## src/rtl/vtrace_pkg.sv

```systemverilog
package vtrace_pkg;
    localparam int unsigned DEF_MAX_K = 7;
    localparam int unsigned DEF_LEN_W = 8;
    localparam int unsigned DEF_COL_W = 6;
endpackage

```

## src/rtl/vtrace_mask.sv

```systemverilog
module vtrace_mask #(
    parameter int unsigned SW = 6,
    parameter int unsigned KW = 3
) (
    input  logic [SW-1:0] state_i,
    input  logic [KW-1:0] k_i,
    output logic [SW-1:0] state_o
);
    localparam logic [KW-1:0] K1 = KW'(1);

    logic [SW-1:0] keep;

    always_comb begin
        keep    = ~({SW{1'b1}} << (k_i - K1));
        state_o = state_i & keep;
    end
endmodule

```

## src/rtl/vtrace_pred.sv

```systemverilog
module vtrace_pred #(
    parameter int unsigned SW = 6,
    parameter int unsigned KW = 3
) (
    input  logic [SW-1:0] state_i,
    input  logic          surv_i,
    input  logic [KW-1:0] k_i,
    output logic [SW-1:0] pred_o
);
    localparam logic [KW-1:0] K2 = KW'(2);

    logic [SW-1:0] shifted;
    logic [SW-1:0] top;
    logic [SW-1:0] trimmed;

    vtrace_mask #(.SW(SW), .KW(KW)) u_trim (
        .state_i (shifted),
        .k_i     (k_i),
        .state_o (trimmed)
    );

    always_comb begin
        shifted = state_i >> 1;
        top     = SW'(surv_i) << (k_i - K2);
        pred_o  = trimmed | top;
    end
endmodule

```

## src/rtl/vtrace_topbit.sv

```systemverilog
module vtrace_topbit #(
    parameter int unsigned SW = 6,
    parameter int unsigned KW = 3
) (
    input  logic [SW-1:0] state_i,
    input  logic [KW-1:0] k_i,
    output logic          bit_o
);
    localparam logic [KW-1:0] K2 = KW'(2);

    logic [SW-1:0] pick;

    always_comb begin
        pick  = SW'(1) << (k_i - K2);
        bit_o = |(state_i & pick);
    end
endmodule

```

## src/rtl/vtrace_unit.sv

```systemverilog
module vtrace_unit #(
    parameter int unsigned MAX_K = vtrace_pkg::DEF_MAX_K,
    parameter int unsigned LEN_W = vtrace_pkg::DEF_LEN_W,
    parameter int unsigned COL_W = vtrace_pkg::DEF_COL_W,
    localparam int unsigned SW   = MAX_K - 1,
    localparam int unsigned KW   = $clog2(MAX_K + 1)
) (
    input  logic             clk,
    input  logic             rst_n,
    input  logic             start_i,
    input  logic [LEN_W-1:0] tb_len_i,
    input  logic [SW-1:0]    best_state_i,
    input  logic [KW-1:0]    k_len_i,
    input  logic [COL_W-1:0] wr_col_i,
    output logic [COL_W-1:0] mem_rd_col_o,
    output logic [SW-1:0]    mem_rd_state_o,
    input  logic             mem_rd_bit_i,
    output logic             bit_o,
    output logic             valid_o,
    output logic             busy_o
);
    typedef struct packed {
        logic             busy;
        logic             valid;
        logic             dbit;
        logic [LEN_W-1:0] cnt;
        logic [COL_W-1:0] col;
        logic [SW-1:0]    st;
        logic [KW-1:0]    k;
    } trace_t;

    trace_t q, d;

    logic [SW-1:0] start_st;
    logic          start_bit;
    logic [SW-1:0] pred;
    logic          step_bit;

    vtrace_mask #(.SW(SW), .KW(KW)) u_start_mask (
        .state_i (best_state_i),
        .k_i     (k_len_i),
        .state_o (start_st)
    );

    vtrace_topbit #(.SW(SW), .KW(KW)) u_start_bit (
        .state_i (start_st),
        .k_i     (k_len_i),
        .bit_o   (start_bit)
    );

    vtrace_pred #(.SW(SW), .KW(KW)) u_pred (
        .state_i (q.st),
        .surv_i  (mem_rd_bit_i),
        .k_i     (q.k),
        .pred_o  (pred)
    );

    vtrace_topbit #(.SW(SW), .KW(KW)) u_step_bit (
        .state_i (pred),
        .k_i     (q.k),
        .bit_o   (step_bit)
    );

    always_comb begin
        d       = q;
        d.valid = 1'b0;
        if (!q.busy) begin
            if (start_i) begin
                d.k   = k_len_i;
                d.col = wr_col_i;
                d.st  = start_st;
                d.cnt = tb_len_i;
                if (tb_len_i == '0) begin
                    d.valid = 1'b1;
                    d.dbit  = start_bit;
                end else begin
                    d.busy = 1'b1;
                end
            end
        end else begin
            d.st  = pred;
            d.col = q.col - COL_W'(1);
            d.cnt = q.cnt - LEN_W'(1);
            if (q.cnt == LEN_W'(1)) begin
                d.busy  = 1'b0;
                d.valid = 1'b1;
                d.dbit  = step_bit;
            end
        end
    end

    always_ff @(posedge clk or negedge rst_n) begin
        if (!rst_n) begin
            q <= '0;
        end else begin
            q <= d;
        end
    end

    assign mem_rd_col_o   = q.col;
    assign mem_rd_state_o = q.st;
    assign bit_o          = q.dbit;
    assign valid_o        = q.valid;
    assign busy_o         = q.busy;

    // Column steps back by one modulo 64 on every busy cycle.
    assert_col_wrap_R4: assert property (@(posedge clk) disable iff (!rst_n)
        busy_o |=> (mem_rd_col_o == $past(mem_rd_col_o) - COL_W'(1)));

    // Strobe and busy never overlap.
    assert_valid_idle_R11: assert property (@(posedge clk) disable iff (!rst_n)
        valid_o |-> !busy_o);

    // A strobe is not repeated unless a zero-length start was taken.
    assert_single_strobe_R8: assert property (@(posedge clk) disable iff (!rst_n)
        (valid_o && !(start_i && tb_len_i == '0)) |=> !valid_o);

    // A running trace always has steps left.
    assert_busy_count_R5: assert property (@(posedge clk) disable iff (!rst_n)
        busy_o |-> (q.cnt != '0));

    // Captured constraint length does not move while busy.
    assert_k_held_R10: assert property (@(posedge clk) disable iff (!rst_n)
        (busy_o && $past(busy_o)) |-> $stable(q.k));

    // State stays within C-1 bits while tracing.
    assert_state_width_R3: assert property (@(posedge clk) disable iff (!rst_n)
        busy_o |-> ((mem_rd_state_o >> (q.k - KW'(1))) == '0));
endmodule

```

## config.mk

```make
export PLATFORM = sky130hd
export DESIGN_NAME = vtrace_unit
export DESIGN_NICKNAME = d
export VERILOG_FILES = /design/src/rtl/vtrace_pkg.sv /design/src/rtl/vtrace_mask.sv /design/src/rtl/vtrace_pred.sv /design/src/rtl/vtrace_topbit.sv /design/src/rtl/vtrace_unit.sv
export SDC_FILE = /design/constraint.sdc
export NUM_CORES = 1
export LEC_CHECK = 0
export ABC_AREA = 0
export BUFFER_PORTS_ARGS = -buffer_cell sky130_fd_sc_hd__buf_2
export CORE_MARGIN = 2
export CORE_UTILIZATION = 49
export CTS_CLUSTER_DIAMETER = 30
export DETAILED_ROUTE_END_ITERATION = 6
export PLACE_DENSITY = 0.87
export RECOVER_POWER = 50
export SLEW_MARGIN = 20
export SYNTH_ARGS = -nofsm -noshare
export SYNTH_HDL_FRONTEND = slang
export SYNTH_SLANG_ARGS = --single-unit
```

## constraint.sdc

```tcl
create_clock -name clk -period 2.1 [get_ports clk]
set_clock_uncertainty 0.1 [all_clocks]
set_input_delay 0.42 -clock clk [delete_from_list [all_inputs] [get_ports clk]]
set_output_delay 0.42 -clock clk [all_outputs]
set_load 0.05 [all_outputs]
```

==> out/qor.json, run 1 <==
{
  "first_global_vias": 1630,
  "critPathBufInv": 2,
  "grt_use_total": 0.220,
  "relative_slew_slack": 0.0612,
  "cts.hold.buffers_added": 0,
  "timing.critical_path.fanout_max": 5,
  "start_util": 0.516,
  "finalHoldViolations": 0,
  "rr_startpoint": "q[0]",
  "first_pass_grt_wire_length_um": 7530,
  "area.growth.synth_to_final_pct": 15.7,
  "crit_arrival_ps": 2100,
  "ys_seq_area_frac": 0.339,
  "setup-violations-final": 0,
  "cell_by_cell_trace_of_the_critical_path": "inv_1, ha_1, inv_1, ha_1, nand2b_1, a32o_1, nand2_1, a311o_1, nand4_1",
  "asyncSetResetFlopFracSynth": 1.00,
  "overflow": 0,
  "layout-drive-gt1-share": 0.223,
  "drt_drc_violations_left": 0,
  "insertedDiodeCount": 0,
  "outcome": "complete, no violations",
  "r2r_slack_ps": 110,
  "peakVddDrop_mv": 0.623,
  "route.detailed.vias_per_inst": 5.56,
  "tritoncts_clock_tree": "built",
  "syn-cell-area_mm2": 0.00192,
  "cp.required_ps": 2210,
  "num-nets-final": 303,
  "post-cts-setup-buffers": 0,
  "criticalPathCategory": "reg -> reg",
  "ff_latch_area_um2": 651,
  "start_kind": "register",
  "worst_r2r_endpoint": "bit_o",
  "die_y_um": 66.6,
  "dp.cells": 304,
  "hold-path-cell-count": 3,
  "clk_pin_slew_ps": 100,
  "cp-end-kind": "register",
  "maximum_number_of_pins_on_one_net_before_global_route_repair": 27,
  "buffer_depth_of_the_longest_clock_path": 2,
  "pwr_density_cell_mw_per_mm2": 1360,
  "post_synth_inst_count": 222,
  "fp.coreArea_mm2": 0.00372,
  "rr_worst_depth": 9,
  "final_cells": 308,
  "ys.warnings.count": 0,
  "initial_antenna_violation_count": 0,
  "cp_slowest_cell": "dfrtp_1",
  "detailed_place_hpwl_um": 3270,
  "tritoncts.num_buffers": 3,
  "min_to": "q[0]",
  "post_synth_num_cell_types": 40,
  "first_pass_iters": 5,
  "hold_path_startpoint": "k_len_i[0]",
  "clock_sink_count": 26,
  "placement.io_buffers": 41,
  "wl_per_cell_um": 14.4,
  "post_cts.resized_instances": 0,
  "die_area_mm2": 0.00443,
  "synthesis.area_per_instance_um2": 8.64,
  "multi_input_combinational_cell_area_mm2": 0.00107,
  "critPathTopFamily": "compound AO/OA/AOI/OAI gates",
  "maxSlewViolCount": 0,
  "period_minus_slack_ps": 1990,
  "timing.critical_path.slowest_cell_delay_ps": 400,
  "count_of_routing_violations_after_the_opening_detailed_route_iteration": 116,
  "unrepaired_setup_endpoints_after_global_routing": "no",
  "ant_nets": 0,
  "maxClockFrequency_mhz": 503,
  "io_pins": 42,
  "gp_routability_congestion": 0.892,
  "tightest_slew_ps": 1410,
  "n_fill_cell": 340,
  "mappedNetlistNets": 264,
  "synth_edf_count": 0,
  "core.rowCount": 22,
  "final.period_utilization": 0.946,
  "clock_insertion_delay_worst_skew_ps": 270,
  "h-tree-depth": 1,
  "die_width_um": 66.6,
  "final_core_utilization": 0.597,
  "ys_ff_latch": 26,
  "dr_total_vias": 1712,
  "holdCritPathClass": "in -> reg",
  "clock-root-buffer": "clkbuf_8",
  "max_cap_violation_count": 0,
  "wl_um": 4450,
  "dominantRegCellSynth": "dfrtp_1",
  "static-leakage-power_nw": 1.07
}
-- synth_stat cells, drive strengths merged (4+ instances only) --
library cell	n	area, um2
nand2	25	93.8
ha	15	188
xnor2	6	52.6
nor2b	7	43.8
nor2	12	45.0
mux2i	7	70.1
a21oi	15	75.1
nand3	8	40.0
a211oi	4	30.0
dfrtp	26	651
buf	18	120
inv	17	63.8
o21ai	13	65.1
a31oi	6	37.5
-- registers in the layout (all words and copies together) (netlist names) --
name and flops:
bit_o 1, busy_o 1, mem_rd_col_o 6, mem_rd_state_o 6, q 11, valid_o 1
-- area by class of cell --
| type | instances | area share |
|---|---|---|
| Inverter | 17 | 0.0287 |
| Sequential cell | 26 | 0.293 |
| Multi-Input combinational cell | 158 | 0.483 |
| Tap cell | 48 | 0.0271 |
| Clock buffer | 3 | 0.0186 |
| Timing Repair Buffer | 55 | 0.136 |
| Clock inverter | 1 | 0.0135 |
-- logic make-up (layout without fill, tap and decap cells) --
family	after synthesis	after routing	synth area share
buffers and inverters	38	76	0.102
AO/OA/AOI/OAI	54	54	0.183
flip-flops	26	26	0.339
AND/OR/NAND/NOR	73	73	0.201
adder cells (fa/ha/maj)	15	15	0.0978
XOR/XNOR	9	9	0.0411
multiplexers	7	7	0.0365
-- where the power goes --
part / switching (mW) / internal [mW] / total, mW
clock: 0.172 / 0.255 / 0.427
sequential: 0.247 / 0.724 / 0.971
combinational: 1.02 / 0.609 / 1.62
-- worst reg2reg max path, stage by stage (launching register included) --
cell	delay, ps
dfrtp_1	400
inv_1	80
ha_1	140
inv_1	40
ha_1	360
nand2b_1	140
a32o_1	160
nand2_1	60
a311o_1	350
nand4_1	100
-- per-layer routing --
metal | part of all wire | wire length, um | vias up | global-route usage
met4 | 0.016 | 72 | 0 | 0.0791
met3 | 0.057 | 253 | 6 | 0.0169
met2 | 0.46 | 2040 | 75 | 0.346
met1 | 0.47 | 2080 | 790 | 0.318
li1 | - | - | 841 | -
met5 | 0 | 0 | - | 0
-- placed cells by master, fill, tap and decap left out, types with 7 or more instances in the layout --
master   count
nand3_1      8
o21ai_0     13
a21oi_1     15
buf_2       39
inv_1       17
nor2_1      12
ha_1        15
nor2b_1      7
nand2_1     25
mux2i_1      7
dfrtp_1     26
buf_4       12
-- stage by stage --
step / total power [mW] / setup WS (ps) / cell area, um2 / TNS (ps) / hold WS (ps)
after floorplan: 2.26 / 76.1 / 1920 / 0 / 24.4
after CTS: 3.01 / 147 / 2230 / 0 / 57.1
after global placement: 2.54 / 69.9 / 2160 / 0 / 348
after detailed placement: 2.58 / -12.8 / 2160 / -12.8 / 362
final: 3.02 / 113 / 2220 / 0 / 306
after global routing: 3.25 / 0.203 / 2220 / 0 / 311
-- worst max path at each step --
| stage | slack (ps) | start | endpoint | cells past startpoint |
|---|---|---|---|---|
| finish | 110 | q[0] | bit_o | 9 |
| global route | 0.2 | q[0] | bit_o | 9 |
| CTS | 150 | q[0] | bit_o | 9 |
| detailed placement | -10 | k_len_i[0] | bit_o | 10 |
| global placement | 70 | k_len_i[0] | bit_o | 10 |
| floorplan | 80 | q[1] | bit_o | 10 |
Power figures use the tool's default switching activity.
==> run 2, diff against run 1 <==
ABC_AREA = 1   (was 0)
==> run 2 against run 1 <==
- flip-flop and latch count unchanged
- final cell count increased by 11%
- critical endpoint unchanged
- largest cell class unchanged
- first-iteration DRC count decreased by 24%
- clock-buffer cell count unchanged
- sequential share of layout area decreased by 0.16 points
- combinational power decreased by 8%
- non-clock buffer count decreased by 8
- largest power group unchanged
==> out/qor.json, run 2 <==
{
  "outcome": "complete, no violations",
  "flip_flop_count_of_the_largest_register_all_copies_and_words_added": 11,
  "yosys-top-cells-area": "dfrtp_1 (33%), nand2_1 (12%), ha_1 (9.5%), inv_1 (6.3%), buf_4 (4.9%)",
  "asyncSetResetFlopFracSynth": 1.00,
  "cts.hold.buffers_added": 0,
  "cell_by_cell_trace_of_the_critical_path": "inv_1, ha_1, inv_1, ha_1, o21ai_0, nand2_2, nand2_1, nand2_1, nor2_1, nand2_1, nand2_1, nand2_1",
  "final.period_utilization": 0.902,
  "maximum_number_of_pins_on_one_net_before_global_route_repair": 27,
  "io_pins": 42,
  "die_width_um": 67.5,
  "r2r_slack_ps": 200,
  "maxSlewViolCount": 0,
  "clock-root-buffer": "clkbuf_8",
  "rr_worst_depth": 12,
  "core.rowCount": 23,
  "first_global_vias": 1597,
  "cp.required_ps": 2180,
  "finalWorstSetupSlack_ps": 205,
  "area_share_of_the_leading_cell_type_in_the_synthesized_netlist": 0.330,
  "start_util": 0.501,
  "tritoncts.num_buffers": 3,
  "relative_slew_slack": 0.0762,
  "setup-violations-final": 0,
  "area.growth.synth_to_final_pct": 13.1,
  "worst_r2r_endpoint": "bit_o",
  "holdCritPathClass": "in -> reg",
  "timing.critical_path.slowest_cell_delay_ps": 380,
  "finalHoldViolations": 0,
  "hold_path_startpoint": "wr_col_i[1]",
  "mappedNetlistNets": 300,
  "num-nets-final": 336,
  "wl_um": 4240,
  "initial_antenna_violation_count": 0,
  "fp.coreArea_mm2": 0.00394,
  "ys_ff_latch": 26,
  "pwr_density_cell_mw_per_mm2": 1240,
  "post_cts.resized_instances": 0,
  "max_cap_violation_count": 0,
  "insertedDiodeCount": 0,
  "clk_pin_slew_ps": 100,
  "first_pass_grt_wire_length_um": 7250,
  "overflow": 0,
  "min_to": "mem_rd_col_o[1]",
  "rr_startpoint": "q[0]",
  "grt_use_total": 0.207,
  "peakVddDrop_mv": 0.438,
  "dp_worst_setup_slack_ps": 115,
  "ys.warnings.count": 0,
  "ys_seq_area_frac": 0.330,
  "post-cts-setup-buffers": 0,
  "n_fill_cell": 361,
  "start_kind": "register",
  "hold-path-cell-count": 3,
  "buffer_depth_of_the_longest_clock_path": 2,
  "unrepaired_setup_endpoints_after_global_routing": "no",
  "crit_arrival_ps": 1970,
  "post_synth_num_cell_types": 31,
  "post-synth-top-area-cell": "dfrtp_1",
  "die_y_um": 67.5,
  "synth_edf_count": 0,
  "drt_drc_violations_left": 0,
  "tightest_slew_ps": 1390,
  "synth_top_cells_by_count": "nand2_1 (62), inv_1 (33), dfrtp_1 (26), nor2_1 (19), ha_1 (15)",
  "criticalPathCategory": "reg -> reg",
  "ant_nets": 0,
  "critical-path-top-cell-by-count": "nand2_1",
  "post_synth_inst_count": 258,
  "cp-end-kind": "register",
  "syn-cell-area_mm2": 0.00197,
  "clock_insertion_delay_worst_skew_ps": 280,
  "count_of_routing_violations_after_the_opening_detailed_route_iteration": 88,
  "layout-drive-gt1-share": 0.232,
  "critPathLaunch": "q[0]",
  "period_minus_slack_ps": 1900,
  "design_power_total_mw": 2.77,
  "tns_ps": 0,
  "tritoncts_clock_tree": "built",
  "h-tree-depth": 1,
  "die_area_mm2": 0.00455,
  "static-leakage-power_nw": 1.16,
  "wl_per_cell_um": 12.4,
  "timing.critical_path.fanout_max": 4,
  "dominantRegCellSynth": "dfrtp_1",
  "route.detailed.vias_per_inst": 5.07,
  "gp_routability_congestion": 0.863,
  "synth.most_common_cell": "nand2_1",
  "largest_register": "q",
  "cp_slowest_cell": "dfrtp_1",
  "timing.hold.ws_ps": 264,
  "synthesis.area_per_instance_um2": 7.65,
  "maxClockFrequency_mhz": 528,
  "dr_total_vias": 1738,
  "clock_sink_count": 26,
  "mostFrequentLayoutCell": "nand2_1",
  "most-common-layout-cells": "nand2_1 (62), buf_2 (35), inv_1 (34)",
  "placement.io_buffers": 41,
  "first_pass_iters": 4,
  "detailed_place_hpwl_um": 3330
}
-- run 2: cell types whose count changed in the layout (fill, tap and decap cells not counted), sizes merged, moves of 4 or more --
cell / before / now
xnor2: 6 / 2
nand2: 25 / 68
nor2b: 7 / 0
a211oi: 4 / 0
inv: 17 / 40
xor2: 3 / 7
mux2i: 7 / 0
a31oi: 6 / 0
buf: 51 / 41
nand3: 8 / 14
o211ai: 0 / 9
nor2: 12 / 25
a21oi: 15 / 3
a22oi: 1 / 5
-- run 2: cell type report --
| class | count | area, um2 | share of cell area |
|---|---|---|---|
| multi-input cells | 176 | 1050 | 0.471 |
| flip-flops and latches | 26 | 651 | 0.291 |
| repair buffers | 47 | 243 | 0.109 |
| inverters | 40 | 153 | 0.0684 |
| well taps | 50 | 62.6 | 0.0280 |
| clock buffers | 3 | 41.3 | 0.0185 |
| clock inverters | 1 | 30.0 | 0.0135 |
-- run 2: stage by stage --
step / utilization / instance area, um2 / std cells
after floorplan: - / 1970 / 258
after global placement: 0.550 / 2170 / 339
after detailed placement: 0.550 / 2170 / 339
after CTS: 0.568 / 2240 / 343
after global routing: 0.566 / 2230 / 343
final: 0.566 / 2230 / 343
-- run 2: routing by layer --
metal  GRT usage  part of all wire
met1       0.282              0.46
met2       0.344              0.49
met3      0.0300             0.046
met4      0.0536             0.010
met5           0                 0
-- run 2: kinds of logic after synthesis --
family | Yosys count | share of synthesized area
AND/OR/NAND/NOR | 117 | 0.276
AO/OA/AOI/OAI | 35 | 0.122
XOR/XNOR | 9 | 0.0399
flip-flops | 26 | 0.330
adder cells (fa/ha/maj) | 15 | 0.0951
buffers and inverters | 56 | 0.138
-- run 2: worst max-delay path by stage --
| stage | endpoint | slack, ps | cells past startpoint |
|---|---|---|---|
| floorplan | bit_o | 270 | 12 |
| global placement | bit_o | 200 | 13 |
| detailed placement | bit_o | 110 | 13 |
| CTS | bit_o | 220 | 12 |
| global route | bit_o | 60 | 12 |
| finish | bit_o | 200 | 12 |
-- run 2: worst max-delay path: cells and delay by family, from the launching register on --
family,cells,cell delay [ps]
DFF,1,380
AOI/OAI and AO/OA,1,250
adders and majority gates,2,460
buffers and inverters,2,110
and+or+nand+nor,7,490
-- run 2: power breakdown --
group          internal, mW  switching, mW  total, mW  leakage [nW]
Sequential            0.701          0.163      0.865         0.323
Combinational         0.493          0.994       1.49         0.801
Clock                 0.255          0.166      0.421        0.0357
